## src/rtl/cas_wave_pkg.sv

```systemverilog
package cas_wave_pkg;
  localparam int unsigned REG_W = 32;

  typedef enum logic [1:0] {
    ST_IDLE = 2'd0,
    ST_RUN  = 2'd1,
    ST_TAIL = 2'd2
  } seq_st_e;
endpackage

```

## src/rtl/cas_wave_regs.sv

```systemverilog
module cas_wave_regs
  import cas_wave_pkg::*;
#(
  parameter int unsigned NREG   = 3,
  parameter int unsigned ADDR_W = 2,
  parameter logic [REG_W-1:0] RST0 = 32'h0000_057F,
  localparam int unsigned WAVE_W = NREG * REG_W
) (
  input  logic              clk_i,
  input  logic              rst_ni,
  input  logic              we_i,
  input  logic              lock_i,
  input  logic [ADDR_W-1:0] addr_i,
  input  logic [REG_W-1:0]  wdata_i,
  output logic [REG_W-1:0]  rdata_o,
  output logic [WAVE_W-1:0] pat_o
);
  logic [REG_W-1:0] regs_q [NREG];

  for (genvar g = 0; g < NREG; g++) begin : g_reg
    localparam logic [REG_W-1:0] RV = (g == 0) ? RST0 : '0;
    always_ff @(posedge clk_i or negedge rst_ni) begin
      if (!rst_ni) begin
        regs_q[g] <= RV;
      end else if (we_i && !lock_i && (32'(addr_i) == g)) begin
        regs_q[g] <= wdata_i;
      end
    end
    assign pat_o[g*REG_W +: REG_W] = regs_q[g];
  end

  always_comb begin
    rdata_o = '0;
    for (int i = 0; i < NREG; i++) begin
      if (32'(addr_i) == i) rdata_o = regs_q[i];
    end
  end
endmodule

```

## src/rtl/cas_wave_rules.sv

```systemverilog
module cas_wave_rules #(
  parameter int unsigned WAVE_W   = 96,
  parameter int unsigned LEAD_ONE = 4
) (
  input  logic [WAVE_W-1:0] pat_i,
  output logic              bad_o
);
  logic [WAVE_W-1:0] lone;

  // a bit unlike both cyclic neighbours is a one-clock run
  for (genvar g = 0; g < WAVE_W; g++) begin : g_lone
    localparam int unsigned PV = (g == 0) ? WAVE_W - 1 : g - 1;
    localparam int unsigned NX = (g == WAVE_W - 1) ? 0 : g + 1;
    assign lone[g] = (pat_i[g] != pat_i[PV]) && (pat_i[g] != pat_i[NX]);
  end

  assign bad_o = (|lone) || !(&pat_i[LEAD_ONE-1:0]);
endmodule

```

## src/rtl/cas_wave_step.sv

```systemverilog
module cas_wave_step (
  input  logic clk_i,
  input  logic rst_ni,
  input  logic load_i,
  input  logic two_i,
  input  logic run_i,
  output logic step_end_o
);
  logic two_q, ph_q;

  always_ff @(posedge clk_i or negedge rst_ni) begin
    if (!rst_ni) begin
      two_q <= 1'b0;
      ph_q  <= 1'b0;
    end else if (load_i) begin
      two_q <= two_i;
      ph_q  <= 1'b0;
    end else if (run_i && two_q) begin
      ph_q <= ~ph_q;
    end else begin
      ph_q <= 1'b0;
    end
  end

  assign step_end_o = run_i && (!two_q || ph_q);
endmodule

```

## src/rtl/cas_wave_ctrl.sv

```systemverilog
module cas_wave_ctrl
  import cas_wave_pkg::*;
#(
  parameter int unsigned WAVE_W = 96,
  parameter int unsigned BEAT_W = 8,
  localparam int unsigned IDX_W = $clog2(WAVE_W)
) (
  input  logic              clk_i,
  input  logic              rst_ni,
  input  logic              start_i,
  input  logic [BEAT_W-1:0] beats_i,
  input  logic              two_i,
  input  logic              bad_i,
  input  logic              step_end_i,
  input  logic [WAVE_W-1:0] pat_i,
  output logic              load_o,
  output logic              busy_o,
  output logic              ras_n_o,
  output logic              cas_n_o,
  output logic              done_o,
  output logic              err_o
);
  seq_st_e           st_q;
  logic [IDX_W-1:0]  idx_q, idx_nx;
  logic [BEAT_W-1:0] beats_q;
  logic              done_q, err_q;
  logic              cur_bit, nxt_bit, pulse_end;

  assign load_o    = (st_q == ST_IDLE) && start_i && (beats_i != '0);
  assign idx_nx    = (idx_q == IDX_W'(WAVE_W - 1)) ? '0 : idx_q + 1'b1;
  assign cur_bit   = pat_i[idx_q];
  assign nxt_bit   = pat_i[idx_nx];
  assign pulse_end = step_end_i && !cur_bit && nxt_bit;

  always_ff @(posedge clk_i or negedge rst_ni) begin
    if (!rst_ni) begin
      st_q    <= ST_IDLE;
      idx_q   <= '0;
      beats_q <= '0;
      done_q  <= 1'b0;
      err_q   <= 1'b0;
    end else begin
      done_q <= 1'b0;
      unique case (st_q)
        ST_IDLE: begin
          if (load_o) begin
            st_q    <= ST_RUN;
            idx_q   <= '0;
            beats_q <= beats_i;
            if (!two_i && bad_i) err_q <= 1'b1;
          end
        end
        ST_RUN: begin
          if (step_end_i) idx_q <= idx_nx;
          if (pulse_end) begin
            if (beats_q == BEAT_W'(1)) st_q <= ST_TAIL;
            else beats_q <= beats_q - 1'b1;
          end
        end
        ST_TAIL: begin
          if (step_end_i) begin
            st_q   <= ST_IDLE;
            idx_q  <= idx_nx;
            done_q <= 1'b1;
          end
        end
        default: st_q <= ST_IDLE;
      endcase
    end
  end

  assign busy_o  = (st_q != ST_IDLE);
  assign ras_n_o = !busy_o;
  assign cas_n_o = (st_q == ST_RUN) ? cur_bit : 1'b1;
  assign done_o  = done_q;
  assign err_o   = err_q;
endmodule

```

## src/rtl/cas_wave_seq.sv

```systemverilog
module cas_wave_seq
  import cas_wave_pkg::*;
#(
  parameter int unsigned NREG   = 3,
  parameter int unsigned BEAT_W = 8,
  localparam int unsigned ADDR_W = 2,
  localparam int unsigned WAVE_W = NREG * REG_W
) (
  input  logic              clk_i,
  input  logic              rst_ni,
  input  logic              reg_we_i,
  input  logic [ADDR_W-1:0] reg_addr_i,
  input  logic [REG_W-1:0]  reg_wdata_i,
  output logic [REG_W-1:0]  reg_rdata_o,
  input  logic              dbl_step_i,
  input  logic              half_width_i,
  input  logic              start_i,
  input  logic [BEAT_W-1:0] beats_i,
  output logic              ras_n_o,
  output logic              cas_n_o,
  output logic              busy_o,
  output logic              done_o,
  output logic              cfg_err_o
);
  logic [WAVE_W-1:0] pat;
  logic bad, load, step_end, two;

  // half-width forces the slow step regardless of the double-step bit
  assign two = half_width_i | dbl_step_i;

  cas_wave_regs #(.NREG(NREG), .ADDR_W(ADDR_W)) u_regs (
    .clk_i, .rst_ni,
    .we_i(reg_we_i), .lock_i(busy_o), .addr_i(reg_addr_i),
    .wdata_i(reg_wdata_i), .rdata_o(reg_rdata_o), .pat_o(pat)
  );

  cas_wave_rules #(.WAVE_W(WAVE_W)) u_rules (.pat_i(pat), .bad_o(bad));

  cas_wave_step u_step (
    .clk_i, .rst_ni, .load_i(load), .two_i(two), .run_i(busy_o),
    .step_end_o(step_end)
  );

  cas_wave_ctrl #(.WAVE_W(WAVE_W), .BEAT_W(BEAT_W)) u_ctrl (
    .clk_i, .rst_ni, .start_i, .beats_i, .two_i(two), .bad_i(bad),
    .step_end_i(step_end), .pat_i(pat), .load_o(load), .busy_o,
    .ras_n_o, .cas_n_o, .done_o, .err_o(cfg_err_o)
  );
endmodule


```

## config.mk

```make
export PLATFORM = sky130hd
export DESIGN_NAME = cas_wave_seq
export DESIGN_NICKNAME = d
export VERILOG_FILES = /design/src/rtl/cas_wave_pkg.sv /design/src/rtl/cas_wave_regs.sv /design/src/rtl/cas_wave_rules.sv /design/src/rtl/cas_wave_step.sv /design/src/rtl/cas_wave_ctrl.sv /design/src/rtl/cas_wave_seq.sv
export SDC_FILE = /design/constraint.sdc
export NUM_CORES = 1
export LEC_CHECK = 0
export BUFFER_PORTS_ARGS = -buffer_cell sky130_fd_sc_hd__clkbuf_2
export CORE_MARGIN = 2
export CORE_UTILIZATION = 55
export DETAILED_ROUTE_END_ITERATION = 10
export PLACE_DENSITY = 0.75
export SYNTH_ARGS = -nofsm -noshare
export SYNTH_HDL_FRONTEND = slang
export SYNTH_SLANG_ARGS = --single-unit
```

## constraint.sdc

```tcl
create_clock -name clk_i -period 5.9 [get_ports clk_i]
set_input_delay 1.77 -clock clk_i [delete_from_list [all_inputs] [get_ports clk_i]]
set_output_delay 1.77 -clock clk_i [all_outputs]
set_load 0.01 [all_outputs]
```

==> results.cfg, run 1 <==
[status]
status = complete, no violations

[place]
io_buffers = 84
dp_hpwl_um = 17200
gp_congestion = 0.955
dpl-instance-area_um2 = 8960
dp.cells = 1070

[die]
die_h_um = 128
fp.dieW_um = 128
core_area_um2 = 15100
num_rows = 45
io_pins = 85
die_area_um2 = 16300
initial_core_util_pct = 55.7

[grt]
grt_pass1_vias = 6896
gr-usage-all-layers_pct = 30.9
grt_pass1_wl_um = 38600
grt_use_met1_pct = 41.7
grt_max_degree = 49
grtUsageMet2_pct = 49.3
grt_antenna_before_repair = 1
busiest_layer = met2
grt_use_met3_pct = 6.57
grt_overflow_total = 0

[clocking]
path_clk_slew_ps = 50
cts_tree = built
cts_setup_buffers = 0
htree_levels = 4
clock_path_buffers = 2
hold_buffers = 0
insertion_delay_ps = 430
cts_buffers = 17
cts_resized = 0
cts_sinks = 117
root_buffer = clkbuf_16

[cells_and_area]
layoutNonFillerInstCount = 1102
final_common_cell = dfrtp_1
fin_util_pct = 63.4
diodes = 0
fin_nets = 957
layout_common_cells = dfrtp_1 (107), o21ai_0 (96), nand2_1 (85), mux2_2 (84), clkbuf_2 (83)
finish.instance_area_um2 = 9570
drive_gt1_share_pct = 31.2
area_delta_synth_final_pct = 13.9

[yosys]
syn_nets = 891
synth.yosys.warnings = 0
syn-instance-count = 835
synth_ff_type = dfrtp_1
synth.distinct_cells = 59
ys_seq_elements = 117
syn_avg_cell_area_um2 = 10.1
synth_edf_count = 0
syn-cell-area_um2 = 8410
yosysSeqAreaShare_pct = 35.0
synth-async-reset-ratio_pct = 100

[critical_path]
cp-end-kind = output port
cp_slowest_cell = dfrtp_1
cp_data_required_time_ps = 4130
cpPeakStageDelay_ps = 1050
r2r_setup_slack_ps = 1970
crit_arrival_ps = 3290
r2r-start = u_ctrl.idx_q[1]$_DFFE_PN0P_
crit_type = reg -> out
worstSetupStartpointType = flop
path_common_cell = mux4_2
reg2reg_depth = 10
cp_max_fo = 22
r2r_end = u_ctrl.beats_q[4]$_DFFE_PN0P_
crit_chain = mux4_2, mux4_2, mux2_2, a211oi_2, nand2_1, clkbuf_2

[hold_path]
hold_path.class = reg -> reg
whs_endpoint = u_ctrl.err_o$_DFFE_PN0P_
worstHoldPathCells = 1
min_from = u_ctrl.err_o$_DFFE_PN0P_

[detailed_routing]
drt-vias-per-instance = 6.66
drc = 0
first_pass_iters = 5
vias = 7340
ant_nets = 0
wl_per_cell_um = 21.7
drtIter0Drc = 835
finalWirelength_um = 24000

[pwr]
ir_drop_mv = 0.359
p_per_area_nw_per_um2 = 582
leakagePower_nw = 4.08

[timing]
setup_viol = 0
fmaxAchievable_mhz = 197
period_minus_slack_ps = 5060
skew_ps = 12.3
rsz0062_at_grt = no
slew_headroom_pct = 28.1
period_share_pct = 85.8
hold_viol = 0
fin_tns_setup_ps = 0
worstMarginPinSlew_ps = 1080
slew_violations = 0

[flow_run]
cap_violations = 0
-- cells in the mapped netlist, types with 3 or more instances --
master	n	share of area [%]
ha_1	8	1.2
xnor2_1	3	0.31
o21ai_0	96	5.7
nand2_1	85	3.8
buf_2	5	0.30
nor2_1	21	0.94
mux4_2	52	14
o211a_1	3	0.36
buf_6	5	0.67
a2111oi_0	4	0.42
dfrtp_1	108	32
nor3_1	14	0.83
nor4_1	5	0.37
clkbuf_1	38	1.7
mux2_2	84	11
o22ai_1	6	0.45
o211ai_1	14	1.2
inv_1	56	2.5
a21oi_1	42	2.5
a211oi_1	12	1.1
nand3_1	15	0.89
nand4_1	8	0.60
a21o_1	10	0.89
xor2_1	4	0.42
mux2i_1	46	5.5
o31ai_1	5	0.45
a22oi_1	7	0.62
a31oi_1	5	0.37
buf_1	4	0.18
nor2b_1	12	0.89
dfstp_2	9	2.8
and3_1	3	0.22
nand2b_1	13	0.97
-- through the flow --
stage               worst slack, ps  hold slack [ps]  total power, mW
floorplan                      1190              491             3.59
detailed placement             1080              468             4.42
global placement               1110              450             4.36
CTS                             884              480             5.52
finish                          836              471             5.57
global route                    736              503             5.91
-- per-layer routing --
metal / part of all wire (%) / vias up / routed length, um
li1: - / 3241 / -
met1: 39 / 3599 / 9380
met2: 48 / 437 / 11500
met5: 0 / - / 0
met4: 3.0 / 0 / 707
met3: 9.7 / 63 / 2330
-- worst max-delay path: cells and delay by family (launching register included) --
family | cells | cell delay [ps]
compound gates | 1 | 340
buf+inv | 1 | 160
flops | 1 | 1050
mux | 3 | 1200
simple gates | 1 | 120
-- where the power goes --
group	switching (mW)	leakage [nW]	internal (mW)	total, mW
clock network	0.385	0.292	0.697	1.08
registers	0.814	1.40	1.20	2.01
logic	1.18	2.39	1.30	2.48
-- how the worst max path moves through the flow --
stage                                start  cells after the start  slack [ps]               to
3_5_place_dp                 reg_addr_i[0]                      5        1080  reg_rdata_o[31]
5_1_grt        u_ctrl.idx_q[2]$_DFFE_PN0P_                      6         740          cas_n_o
3_3_place_gp                 reg_addr_i[0]                      5        1110  reg_rdata_o[31]
2_1_floorplan                reg_addr_i[0]                      4        1190  reg_rdata_o[10]
4_1_cts        u_ctrl.idx_q[2]$_DFFE_PN0P_                      6         880          cas_n_o
6_report       u_ctrl.idx_q[2]$_DFFE_PN0P_                      6         840          cas_n_o
-- state kept, by name (all words and copies together) (netlist names) --
name / flops
u_ctrl.beats_q: 8
u_ctrl.done_o: 1
u_ctrl.err_o: 1
u_ctrl.idx_q: 7
u_ctrl.st_q: 2
u_regs.pat_o: 96
u_step.ph_q: 1
u_step.two_q: 1
-- cell type report --
class	count	area [um^2]
Fill cell	1276	5520
Multi-Input combinational cell	609	5030
Sequential cell	117	2940
Timing Repair Buffer	100	543
Clock buffer	21	470
Tap cell	188	235
Inverter	56	210
Clock inverter	11	148
-- kinds of logic (layout without fill, tap and decap cells) --
kind of cell    after synthesis  count (layout)  synth area share, %
mux                         183             183                 30.8
compound gates              224             224                 16.3
fa+ha+maj                     8               8                 1.19
xor+xnor                      7               7                0.729
flops                       117             117                 35.0
buf+inv                     109             188                 5.43
simple gates                187             187                 10.6
(Power assumes the default switching activity.)
==> run 2: changes to the inputs <==
--- a/config.mk
+++ b/config.mk
@@ -8,6 +8,7 @@
 export BUFFER_PORTS_ARGS = -buffer_cell sky130_fd_sc_hd__clkbuf_2
 export CORE_MARGIN = 2
 export CORE_UTILIZATION = 55
+export CTS_BUF_LIST = sky130_fd_sc_hd__clkbuf_4 sky130_fd_sc_hd__clkbuf_8
 export DETAILED_ROUTE_END_ITERATION = 10
 export PLACE_DENSITY = 0.75
 export SYNTH_ARGS = -nofsm -noshare
==> results.cfg, run 2 (synthesis gave the netlist of run 1 again) <==
[status]
status = complete, no violations

[place]
dpl-instance-area_um2 = 8960
dp_hpwl_um = 17200
dp_slack_ps = 1080
gp_congestion = 0.955
io_buffers = 84

[clocking]
cts_resized = 0
cts_buffers = 17
cts_sinks = 117
path_clk_slew_ps = 60
hold_buffers = 0
cts_setup_buffers = 0
cts_tree = built
root_buffer = clkbuf_8
htree_levels = 4
insertion_delay_ps = 460
clock_path_buffers = 2

[timing]
hold_viol = 0
period_minus_slack_ps = 5090
worstMarginPinSlew_ps = 1070
setup_viol = 0
skew_ps = 17.8
period_share_pct = 86.3
fmaxAchievable_mhz = 196
fin_tns_setup_ps = 0
slew_headroom_pct = 28.3
rsz0062_at_grt = no
slew_violations = 0
fin_ws_ps = 807

[critical_path]
cp_max_fo = 22
crit_family = multiplexers
crit_arrival_ps = 3320
worstSetupStartpointType = flop
cp_slowest_cell = dfrtp_1
cp-end-kind = output port
crit_type = reg -> out
crit_buf_inv = 1
cp_data_required_time_ps = 4130
crit_chain = mux4_2, mux4_2, mux2_2, a211oi_2, nand2_1, clkbuf_2
cpPeakStageDelay_ps = 1050
path_common_cell = mux4_2

[grt]
grt_antenna_before_repair = 1
gr-usage-all-layers_pct = 30.4
grt_overflow_total = 0
grt_pass1_vias = 6809
grt_max_degree = 49
grt_pass1_wl_um = 38000

[flow_run]
cap_violations = 0

[pwr]
p_total_mw = 5.29
leakagePower_nw = 3.99
p_per_area_nw_per_um2 = 564
ir_drop_mv = 0.348

[die]
initial_core_util_pct = 55.7
fp.dieW_um = 128
io_pins = 85
die_area_um2 = 16300
num_rows = 45
core_area_um2 = 15100
die_h_um = 128

[detailed_routing]
ant_nets = 0
drc = 0
finalWirelength_um = 23700
vias = 7282
wl_per_cell_um = 21.5
first_pass_iters = 5
drtIter0Drc = 842
drt-vias-per-instance = 6.61

[cells_and_area]
diodes = 0
seq_area_um2 = 2940
drive_gt1_share_pct = 31.3
fillCellCount = 1298
final_common_cell = dfrtp_1
multi_input_area_um2 = 5030
area_delta_synth_final_pct = 11.6
largest_reg_flops = 96
finish.instance_area_um2 = 9390
fin_util_pct = 62.2
layout_common_cells = dfrtp_1 (107), o21ai_0 (96), nand2_1 (85), mux2_2 (84), clkbuf_2 (83)
fin_nets = 957

[hold_path]
hold_path.class = reg -> reg
## run 2: cell counts in the layout (fill, tap and decap cells not counted)
Identical to the previous run, type by type.
## run 2: final cells by class
| cell class | instances | share of cell area, % |
|---|---|---|
| multi-input combinational | 609 | 53.6 |
| sequential | 117 | 31.3 |
| timing repair buffer | 100 | 5.79 |
| clock buffer | 21 | 3.01 |
| tap | 188 | 2.51 |
| inverter | 56 | 2.24 |
| clock inverter | 11 | 1.57 |
## run 2: worst register-to-register path, stage by stage, from the launching register on
cell and delay, ps:
dfrtp_1 960, ha_1 450, xnor2_2 140, buf_4 340
mux4_2 430, mux4_2 500, a21oi_1 160, a21oi_1 110
o21ai_4 380, mux2_1 370, nand2_1 60
## run 2: per-stage QoR
| stage | instances | hold WS [ps] |
|---|---|---|
| floorplan | 835 | 491 |
| detailed placement | 1070 | 468 |
| global placement | 1070 | 450 |
| global route | 1102 | 506 |
| finish | 1102 | 472 |
| CTS | 1102 | 483 |
## run 2: per-layer routing
metal | share of wire, % | track usage, %
met1 | 41 | 41.7
met2 | 48 | 48.4
met3 | 8.8 | 6.53
met4 | 3.0 | 10.5
met5 | 0 | 0
## run 2: report_power, final
| part | switching [mW] | leakage, nW | total, mW | internal, mW |
|---|---|---|---|---|
| clock network | 0.343 | 0.208 | 0.799 | 0.456 |
| logic | 1.18 | 2.39 | 2.48 | 1.30 |
| registers | 0.814 | 1.40 | 2.01 | 1.20 |
| total | 2.34 | 3.99 | 5.29 | 2.95 |
## run 2: final timing paths
check,slack (ps),startpoint,end,depth (start not counted)
worst max-delay path,810,u_ctrl.idx_q[2]$_DFFE_PN0P_,cas_n_o,6
worst min-delay path,470,u_ctrl.err_o$_DFFE_PN0P_,u_ctrl.err_o$_DFFE_PN0P_,1
worst max register to register,1940,u_ctrl.idx_q[1]$_DFFE_PN0P_,u_ctrl.beats_q[4]$_DFFE_PN0P_,10
worst min register to register,470,u_ctrl.err_o$_DFFE_PN0P_,u_ctrl.err_o$_DFFE_PN0P_,1
max in group asynchronous,3750,rst_ni,u_regs.pat_o[14]$_DFFE_PN0P_,2
min in group asynchronous,1220,rst_ni,u_regs.pat_o[92]$_DFFE_PN0P_,1
